===== src/rtl/sd_cmd_unit.sv =====
module sd_cmd_unit #(
  parameter int TO_TICKS = 64
) (
  input  logic         clk,
  input  logic         rst_n,
  input  logic         arg_we,
  input  logic [31:0]  arg_wdata,
  input  logic         cmd_we,
  input  logic [15:0]  cmd_wdata,
  input  logic         sts_we,
  input  logic [3:0]   sts_wdata,
  input  logic         dat_xfer_done,
  input  logic         card_tick,
  input  logic         cmd_in,
  input  logic         dat0_in,
  output logic         cmd_out,
  output logic         cmd_oe,
  output logic         inhibit_cmd,
  output logic         inhibit_dat,
  output logic [3:0]   int_status,
  output logic         err_sum,
  output logic [127:0] rsp_out
);
  localparam int TOW = $clog2(TO_TICKS) + 1;

  typedef enum logic [2:0] {S_IDLE, S_SEND, S_WAIT, S_RECV, S_BUSY} st_t;

  st_t          st;
  logic [31:0]  arg_q;
  logic [5:0]   idx_q;
  logic [1:0]   rtyp_q;
  logic         chk_crc_q, chk_idx_q;
  logic [47:0]  tx_sr;
  logic [7:0]   cnt;
  logic [TOW-1:0] to_cnt;
  logic [126:0] rx_sr;
  logic [127:0] rx_nxt;
  logic         inh_c, inh_d;
  logic [3:0]   sts, sts_set;
  logic [127:0] rsp;

  function automatic logic [6:0] crc7(input logic [119:0] d, input int n);
    logic [6:0] c;
    logic fb;
    c = '0;
    for (int i = 119; i >= 0; i--) begin
      if (i < n) begin
        fb = d[i] ^ c[6];
        c  = {c[5:0], 1'b0} ^ (fb ? 7'h09 : 7'h00);
      end
    end
    return c;
  endfunction

  wire [39:0] head    = {2'b01, cmd_wdata[13:8], arg_q};
  wire        accept  = cmd_we && (st == S_IDLE) && ((cmd_wdata & 16'hC0C4) == 16'h0000);
  wire        is_long = (rtyp_q == 2'b01);
  wire [7:0]  rlen_m1 = is_long ? 8'd135 : 8'd47;
  wire        last    = (st == S_RECV) && card_tick && (cnt == rlen_m1);
  assign rx_nxt = {rx_sr, cmd_in};
  wire        crc_ok  = rx_nxt[0] && (is_long ? (crc7(rx_nxt[127:8], 120) == rx_nxt[7:1])
                                              : (crc7({80'b0, rx_nxt[47:8]}, 40) == rx_nxt[7:1]));

  always_comb begin
    sts_set = 4'h0;
    if (st == S_SEND && card_tick && cnt == 8'd47 && rtyp_q == 2'b00) sts_set[0] = 1'b1;
    if (st == S_WAIT && card_tick && cmd_in && to_cnt == TOW'(TO_TICKS - 1)) sts_set[1] = 1'b1;
    if (last) begin
      sts_set[0] = (rtyp_q != 2'b11);
      sts_set[2] = chk_crc_q && !crc_ok;
      sts_set[3] = chk_idx_q && !is_long && (rx_nxt[45:40] != idx_q);
    end
    if (st == S_BUSY && dat0_in) sts_set[0] = 1'b1;
  end

  always_ff @(posedge clk) begin
    if (!rst_n) begin
      st <= S_IDLE; arg_q <= '0; idx_q <= '0; rtyp_q <= '0;
      chk_crc_q <= 1'b0; chk_idx_q <= 1'b0; tx_sr <= '0; cnt <= '0;
      to_cnt <= '0; rx_sr <= '0; inh_c <= 1'b0; inh_d <= 1'b0;
      sts <= '0; rsp <= '0;
    end else begin
      sts <= (sts & ~(sts_we ? sts_wdata : 4'h0)) | sts_set;
      if (arg_we) arg_q <= arg_wdata;
      if (dat_xfer_done) inh_d <= 1'b0;
      case (st)
        S_IDLE: if (accept) begin
          idx_q     <= cmd_wdata[13:8];
          rtyp_q    <= cmd_wdata[1:0];
          chk_idx_q <= cmd_wdata[4];
          chk_crc_q <= cmd_wdata[3];
          tx_sr     <= {head, crc7({80'b0, head}, 40), 1'b1};
          cnt       <= '0;
          inh_c     <= 1'b1;
          if (cmd_wdata[5] || cmd_wdata[1:0] == 2'b11) inh_d <= 1'b1;
          st        <= S_SEND;
        end
        S_SEND: if (card_tick) begin
          tx_sr <= {tx_sr[46:0], 1'b0};
          cnt   <= cnt + 8'd1;
          if (cnt == 8'd47) begin
            if (rtyp_q == 2'b00) begin
              st    <= S_IDLE;
              inh_c <= 1'b0;
            end else begin
              st     <= S_WAIT;
              to_cnt <= '0;
            end
          end
        end
        S_WAIT: if (card_tick) begin
          if (!cmd_in) begin
            st    <= S_RECV;
            cnt   <= 8'd1;
            rx_sr <= rx_nxt[126:0];
          end else if (to_cnt == TOW'(TO_TICKS - 1)) begin
            st    <= S_IDLE;
            inh_c <= 1'b0;
            inh_d <= 1'b0;
          end else begin
            to_cnt <= to_cnt + 1'b1;
          end
        end
        S_RECV: if (card_tick) begin
          rx_sr <= rx_nxt[126:0];
          cnt   <= cnt + 8'd1;
          if (last) begin
            inh_c <= 1'b0;
            rsp   <= is_long ? {8'b0, rx_nxt[127:8]} : {96'b0, rx_nxt[39:8]};
            st    <= (rtyp_q == 2'b11) ? S_BUSY : S_IDLE;
          end
        end
        S_BUSY: if (dat0_in) begin
          inh_d <= 1'b0;
          st    <= S_IDLE;
        end
        default: st <= S_IDLE;
      endcase
    end
  end

  assign cmd_oe      = (st == S_SEND);
  assign cmd_out     = (st == S_SEND) ? tx_sr[47] : 1'b1;
  assign inhibit_cmd = inh_c;
  assign inhibit_dat = inh_d;
  assign int_status  = sts;
  assign err_sum     = |sts[3:1];
  assign rsp_out     = rsp;
endmodule



===== config.mk =====
export PLATFORM = sky130hd
export DESIGN_NAME = sd_cmd_unit
export DESIGN_NICKNAME = d
export VERILOG_FILES = /design/src/rtl/sd_cmd_unit.sv
export SDC_FILE = /design/constraint.sdc
export NUM_CORES = 1
export LEC_CHECK = 0
export ABC_AREA = 1
export BUFFER_PORTS_ARGS = -buffer_cell sky130_fd_sc_hd__buf_2
export CORE_ASPECT_RATIO = 1.2
export CORE_MARGIN = 2
export CORE_UTILIZATION = 40
export CTS_CLUSTER_DIAMETER = 200
export DETAILED_ROUTE_END_ITERATION = 10
export GPL_TIMING_DRIVEN = 0
export PLACE_DENSITY_LB_ADDON = 0.1
export RECOVER_POWER = 25
export SYNTH_ARGS = -nofsm -noshare
export SYNTH_HDL_FRONTEND = slang
export SYNTH_SLANG_ARGS = --single-unit

===== constraint.sdc =====
create_clock -name clk -period 7 [get_ports clk]
set_input_delay 1.4 -clock clk [delete_from_list [all_inputs] [get_ports clk]]
set_output_delay 1.4 -clock clk [all_outputs]
set_load 0.02 [all_outputs]

==> flow_summary.json, run 1 <==
{
  "post_drt_wl_per_cell_um": 16.5,
  "final_antenna_net_count": 0,
  "worstPathRequired_ps": 7420,
  "grt_start_max_net_pins": 13,
  "io_pins": 198,
  "rsz0062_at_grt": "true",
  "crit_slowest_cell": "dfxtp_2",
  "port_buffers": 188,
  "period_share_pct": 98.6,
  "cts_buffers": 39,
  "grt_antenna_before_repair": 1,
  "areaGrowthSynthToFinish_pct": 22.3,
  "fp.dieH_um": 245,
  "root_buffer": "clkbuf_16",
  "period_needed_ps": 6900,
  "drive_gt1_share_pct": 19.8,
  "fin_util_pct": 49.3,
  "synth_cell_types": 43,
  "num_rows": 88,
  "dieArea_sq_um": 50000,
  "synth.most_common_cell": "nand2_1",
  "avgSynthCellArea_sq_um": 6.79,
  "grt-ovfl-total": 0,
  "stdcell_area_sq_um": 23600,
  "synth-edff-count": 0,
  "first_global_vias": 18640,
  "synth_ff_type": "dfxtp_1",
  "critPathKind": "flop to flop",
  "final_max_slew_viol_count": 0,
  "max_stage_delay_ps": 320,
  "core_sq_um": 47900,
  "routed_wl_mm": 61.6,
  "busiest_layer": "met2",
  "via_per_inst": 5.17,
  "synth-seq-area-share_pct": 37.5,
  "syn_area_sq_um": 19300,
  "clk_pin_slew_ps": 60,
  "grt_use_met2_pct": 43.6,
  "grt_pass1_wl_mm": 96.2,
  "synthTopCellsByCount": "nand2_1, dfxtp_1, a21oi_1",
  "postCtsHoldBufs": 0,
  "synth_top_cell_by_area": "dfxtp_1",
  "worstMarginPinSlew_ps": 1270,
  "ys_seq_elements": 361,
  "worstPathMaxFanout": 7,
  "cp.arrival_ps": 7320,
  "cts_max_level": 2,
  "cts.sinks": 361,
  "synthCells": 2842,
  "path_common_cell": "nand2_1",
  "status": "complete, no violations",
  "yosys.area.top_type_share_pct": 37.5,
  "hpwl_mm": 46.5,
  "n_antenna_cell": 0,
  "start_util_pct": 40.3,
  "cap_violations": 0,
  "synthArstFlopShare_pct": 0,
  "grt_util_met1_pct": 28.7,
  "placed_area_sq_um": 21000,
  "cp-end-kind": "flop",
  "grtUsageTotal_pct": 24.0,
  "nets": 3146,
  "met3_usage_pct": 3.11,
  "min_path_type": "flop to flop",
  "clk_latency_ps": 570,
  "first_iter_violations": 917,
  "whs_ps": 464,
  "ys_top_cells_by_area": "dfxtp_1, nand2_1, a21oi_1, o21ai_0, nand3_1",
  "fmax_mhz": 145,
  "first_pass_iters": 5,
  "drcViolationCount": 0,
  "startpoint_type": "flop",
  "die_w_um": 204,
  "place_congestion": 0.877,
  "hold_viol_final": 0,
  "slew_headroom_pct": 15.0,
  "clock_path_buffers": 3,
  "clock_skew_ps": 20.5,
  "finalSetupViolations": 0,
  "yosys_warnings": 0,
  "route.vias.total": 19324,
  "cts_tree": "done"
}
-- placed cells by master, fill, tap and decap left out, drive strengths merged, types with 2 or more instances in the layout --
cell    synthesis  final
nor4            6      6
nand4           5      5
nor2          229    229
nand2         698    698
a21oi         285    285
a211oi          2      2
dfxtp         361    361
nand3         260    260
nor3b           3      3
xor2           94     94
or2             2      2
nand3b          9      9
o21ai         259    259
ha              2      2
o21a            2      2
clkinv          1      7
a22oi           2      2
nor3           99     99
a31oi          39     39
inv           273    275
conb            1      8
o211ai          5      5
buf            22     97
clkbuf        117    294
xnor2          59     59
-- layout make-up --
cell class | instances | area (sq um)
Sequential cell | 361 | 7250
Multi-Input combinational cell | 2075 | 11900
Buffer | 139 | 569
Fill cell | 4916 | 24300
Tap cell | 630 | 788
Timing Repair Buffer | 193 | 831
Inverter | 274 | 1040
Clock inverter | 8 | 58.8
Clock buffer | 59 | 1130
-- sequential cells by signal, indices dropped and copies added, names as in the netlist --
signal,flops
rx_sr,127
rsp_out,120
tx_sr,48
arg_q,32
cnt,8
to_cnt,7
idx_q,6
int_status,4
st,3
rtyp_q,2
chk_crc_q,1
chk_idx_q,1
inhibit_cmd,1
inhibit_dat,1
-- layer usage --
layer / wire, um / vias up
li1: - / 9774
met1: 26200 / 9004
met2: 31000 / 420
met3: 2200 / 126
met4: 2260 / 0
met5: 0 / -
-- through the flow --
| stage | TNS, ps | cells | setup slack [ps] |
|---|---|---|---|
| 3_5_place_dp | -103 | 3667 | -103 |
| 6_report | 0 | 3739 | 99.3 |
| 4_1_cts | 0 | 3734 | 2.70 |
| 5_1_grt | -548 | 3739 | -548 |
| 3_3_place_gp | -42.7 | 3667 | -42.7 |
| 2_1_floorplan | 0 | 2849 | 1280 |
-- timing repair --
action / 4_1_cts / 5_1_grt
resized for setup: 14 / 369
buffers inserted: 0 / 5
pin swaps: 2 / 132
endpoints found under the setup margin: 1 / 1
-- worst max-delay path: cells and delay by family, from the launching register on --
kind	cells	cell delay, ps
AOI/OAI and AO/OA	1	50
DFF	1	320
buffers and inverters	9	630
and+or+nand+nor	69	5680
-- cells by family (layout without fill, tap and decap cells) --
kind of cell	after synthesis	after routing	share of synthesized area, %
AO/OA/AOI/OAI	600	600	16.1
XOR/XNOR	153	153	7.03
adder cells (fa/ha/maj)	2	2	0.130
buffers and inverters	413	673	8.25
flip-flops	361	361	37.5
other	1	8	0.0194
AND/OR/NAND/NOR	1312	1312	31.0
-- final timing paths --
path	slack, ps	from	depth (start not counted)	to
worst max register to register	100	rx_sr[124]$_SDFFE_PN0P_	79	int_status[2]$_SDFF_PN0_
worst max-delay path	100	rx_sr[124]$_SDFFE_PN0P_	79	int_status[2]$_SDFF_PN0_
worst min register to register	460	tx_sr[45]$_SDFFE_PN0P_	2	tx_sr[46]$_SDFFE_PN0P_
worst min-delay path	460	tx_sr[45]$_SDFFE_PN0P_	2	tx_sr[46]$_SDFFE_PN0P_
Power of run 1 is not shown: default switching activity piles up to over one toggle a cycle in this logic, so the estimate is an artifact.
==> inputs of run 2 (changes only) <==
--- a/config.mk
+++ b/config.mk
@@ -5,7 +5,7 @@
 export SDC_FILE = /design/constraint.sdc
 export NUM_CORES = 1
 export LEC_CHECK = 0
-export ABC_AREA = 1
+export ABC_AREA = 0
 export BUFFER_PORTS_ARGS = -buffer_cell sky130_fd_sc_hd__buf_2
 export CORE_ASPECT_RATIO = 1.2
 export CORE_MARGIN = 2
==> flow_summary.json, run 2 <==
{
  "max_stage_delay_ps": 550,
  "avgSynthCellArea_sq_um": 9.16,
  "routed-wl-met3_mm": 1.92,
  "path_cells": "clkbuf_1 -> xnor3_1 -> xnor3_1 -> xnor3_1 -> xnor3_1 -> xnor3_2 -> xor2_1 -> xnor3_2 -> xor3_1 -> xnor3_2 -> xnor3_1 -> nor2_2 -> mux2i_1 -> or4_1 -> o311a_1",
  "stdcell_area_sq_um": 22000,
  "yosys_warnings": 0,
  "synthCells": 2091,
  "fp.dieH_um": 244,
  "route.vias.total": 14762,
  "cp_top_family": "XOR/XNOR gates",
  "final_common_cell": "nand2_1",
  "areaGrowthSynthToFinish_pct": 15.0,
  "p_per_area_nw_per_um2": 218,
  "clock_path_buffers": 3,
  "hp-start": "rsp_out[84]$_SDFFE_PN0P_",
  "leakage_nw": 8.63,
  "worstPathMaxFanout": 6,
  "worst-r2r-cell-count": 15,
  "fin_ws_ps": 966,
  "ys_top_cells_by_area": "dfxtp_1, xnor2_1, a21boi_0, nand2_1, xnor3_1",
  "hold_viol_final": 0,
  "synth_top_cell_by_area": "dfxtp_1",
  "slew_headroom_pct": 32.5,
  "worstPathRequired_ps": 7410,
  "min_path_type": "flop to flop",
  "n_antenna_cell": 0,
  "wl_met2_mm": 25.3,
  "post_drt_wl_per_cell_um": 17.6,
  "path_buf_inv": 1,
  "fin_tns_setup_ps": 0,
  "first_iter_violations": 653,
  "top_register": "rx_sr",
  "clk_latency_ps": 570,
  "fmax_mhz": 166,
  "finalSetupViolations": 0,
  "synth_ff_type": "dfxtp_1",
  "start_util_pct": 40.7,
  "ys_seq_elements": 361,
  "first_global_vias": 14693,
  "cts_buffers": 39,
  "highest_layer": "met4",
  "startpoint_type": "flop",
  "post_cts_resize_count": 0,
  "layout_common_cells": "nand2_1, dfxtp_1, a21boi_0, clkbuf_1, xnor2_1",
  "post-place-ws_ps": 933,
  "period_needed_ps": 6030,
  "postCtsSetupBuffers": 0,
  "die_w_um": 204,
  "postCtsHoldBufs": 0,
  "first_pass_iters": 5,
  "final_antenna_net_count": 0,
  "cap_violations": 0,
  "port_buffers": 186,
  "syn_area_sq_um": 19200,
  "regToRegEndpoint": "int_status[2]$_SDFF_PN0_",
  "worstMarginPinSlew_ps": 1010,
  "synth_cell_types": 57,
  "hpwl_mm": 40.0,
  "dieArea_sq_um": 49700,
  "grtUsageTotal_pct": 21.2,
  "synth-seq-area-share_pct": 37.7,
  "clock_skew_ps": 26.3,
  "holdPathEnd": "rsp_out[84]$_SDFFE_PN0P_",
  "grt_pass1_wl_mm": 82.9,
  "path_common_cell": "xnor3_1",
  "drive_gt1_share_pct": 8.53,
  "yosys.area.top_type_share_pct": 37.7,
  "io_pins": 198,
  "irDropWorstVdd_mv": 0.183,
  "synth.most_common_cell": "nand2_1",
  "min_delay_path_depth": 2,
  "reg2reg_slack_ps": 970,
  "cts.sinks": 361,
  "root_buffer": "clkbuf_16",
  "synthTopCellsByCount": "nand2_1, dfxtp_1, a21boi_0",
  "rr_startpoint": "rx_sr[112]$_SDFFE_PN0P_",
  "largest_reg_flops": 127,
  "power_mw": 4.81,
  "place_inst": 2908,
  "final_max_slew_viol_count": 0,
  "routed_wl_mm": 52.4,
  "grt-ovfl-total": 0,
  "finalNonFillerCells": 2979,
  "place_congestion": 0.880,
  "cts_tree": "done",
  "nets": 2389,
  "wl_met1_mm": 23.7,
  "placed_area_sq_um": 20900,
  "synthArstFlopShare_pct": 0,
  "cts_max_level": 2,
  "drcViolationCount": 0,
  "status": "complete, no violations",
  "cp-end-kind": "flop",
  "period_share_pct": 86.2,
  "synth-edff-count": 0,
  "grt_start_max_net_pins": 14,
  "core_sq_um": 47100,
  "cp.arrival_ps": 6440,
  "crit_slowest_cell": "xnor3_1",
  "via_per_inst": 4.96,
  "grt_antenna_before_repair": 0,
  "rsz0062_at_grt": "false",
  "clk_pin_slew_ps": 60,
  "critPathKind": "flop to flop",
  "num_rows": 87
}
## run 2: cell count changes after synthesis, sizes merged, moves of 69 or more
cell    delta
a21oi    -274
inv      -266
a21boi   +253
nand2    -223
o21ai    -211
nor2     -198
xnor2    +170
nand3    -123
nor3      -97
xnor3     +69
## run 2: cells by family after synthesis
| group | Yosys count | share of synthesized area [%] |
|---|---|---|
| adder cells (fa/ha/maj) | 2 | 0.131 |
| other | 1 | 0.0196 |
| buffers and inverters | 171 | 3.60 |
| AND/OR/NAND/NOR | 725 | 16.3 |
| AO/OA/AOI/OAI | 384 | 14.9 |
| flip-flops | 361 | 37.7 |
| XOR/XNOR | 398 | 24.8 |
| multiplexers | 49 | 2.56 |
## run 2: final cells by class
cell class              instances  area (sq um)
clock inverters                11           108
clock buffers                  60          1130
fillers                      4703         25100
repair buffers                187           828
multi-input cells            1566         11300
plain buffers                 164           659
inverters                       7          26.3
flip-flops and latches        361          7230
well taps                     623           779
## run 2: worst register-to-register path: stages (launching register included)
cell      delay (ps)
dfxtp_1          300
clkbuf_1         320
xnor3_1          300
xnor3_1          360
xnor3_1          540
xnor3_1          550
xnor3_2          440
xor2_1           180
xnor3_2          510
xor3_1           450
xnor3_2          340
xnor3_1          440
nor2_2           100
mux2i_1           70
or4_1            550
o311a_1          430
## run 2: worst max-delay path by stage
stage,startpoint,cells after the start,end
6_report,rx_sr[112]$_SDFFE_PN0P_,15,int_status[2]$_SDFF_PN0_
5_1_grt,rx_sr[114]$_SDFFE_PN0P_,15,int_status[2]$_SDFF_PN0_
4_1_cts,rx_sr[114]$_SDFFE_PN0P_,15,int_status[2]$_SDFF_PN0_
3_5_place_dp,rx_sr[114]$_SDFFE_PN0P_,15,int_status[2]$_SDFF_PN0_
3_3_place_gp,rx_sr[114]$_SDFFE_PN0P_,15,int_status[2]$_SDFF_PN0_
2_1_floorplan,rx_sr[118]$_SDFFE_PN0P_,14,int_status[2]$_SDFF_PN0_
## run 2: layer usage
metal | vias to the layer above | track usage [%]
met5 | - | 0
met1 | 6979 | 27.2
met4 | 0 | 6.48
met2 | 264 | 36.2
li1 | 7437 | -
met3 | 82 | 3.46
## run 2: power by group
group	internal, mW	total, mW	switching (mW)
Clock	1.16	2.03	0.866
Sequential	2.11	2.15	0.0380
Combinational	0.294	0.634	0.340
Total	3.56	4.81	1.24
## run 2: metrics by stage
| step | utilization (%) | hold WS [ps] |
|---|---|---|
| floorplan | - | 441 |
| finish | 46.8 | 457 |
| global placement | 44.3 | 447 |
| detailed placement | 44.4 | 455 |
| global route | 46.8 | 475 |
| CTS | 47.0 | 461 |
Power figures use the tool's default switching activity.
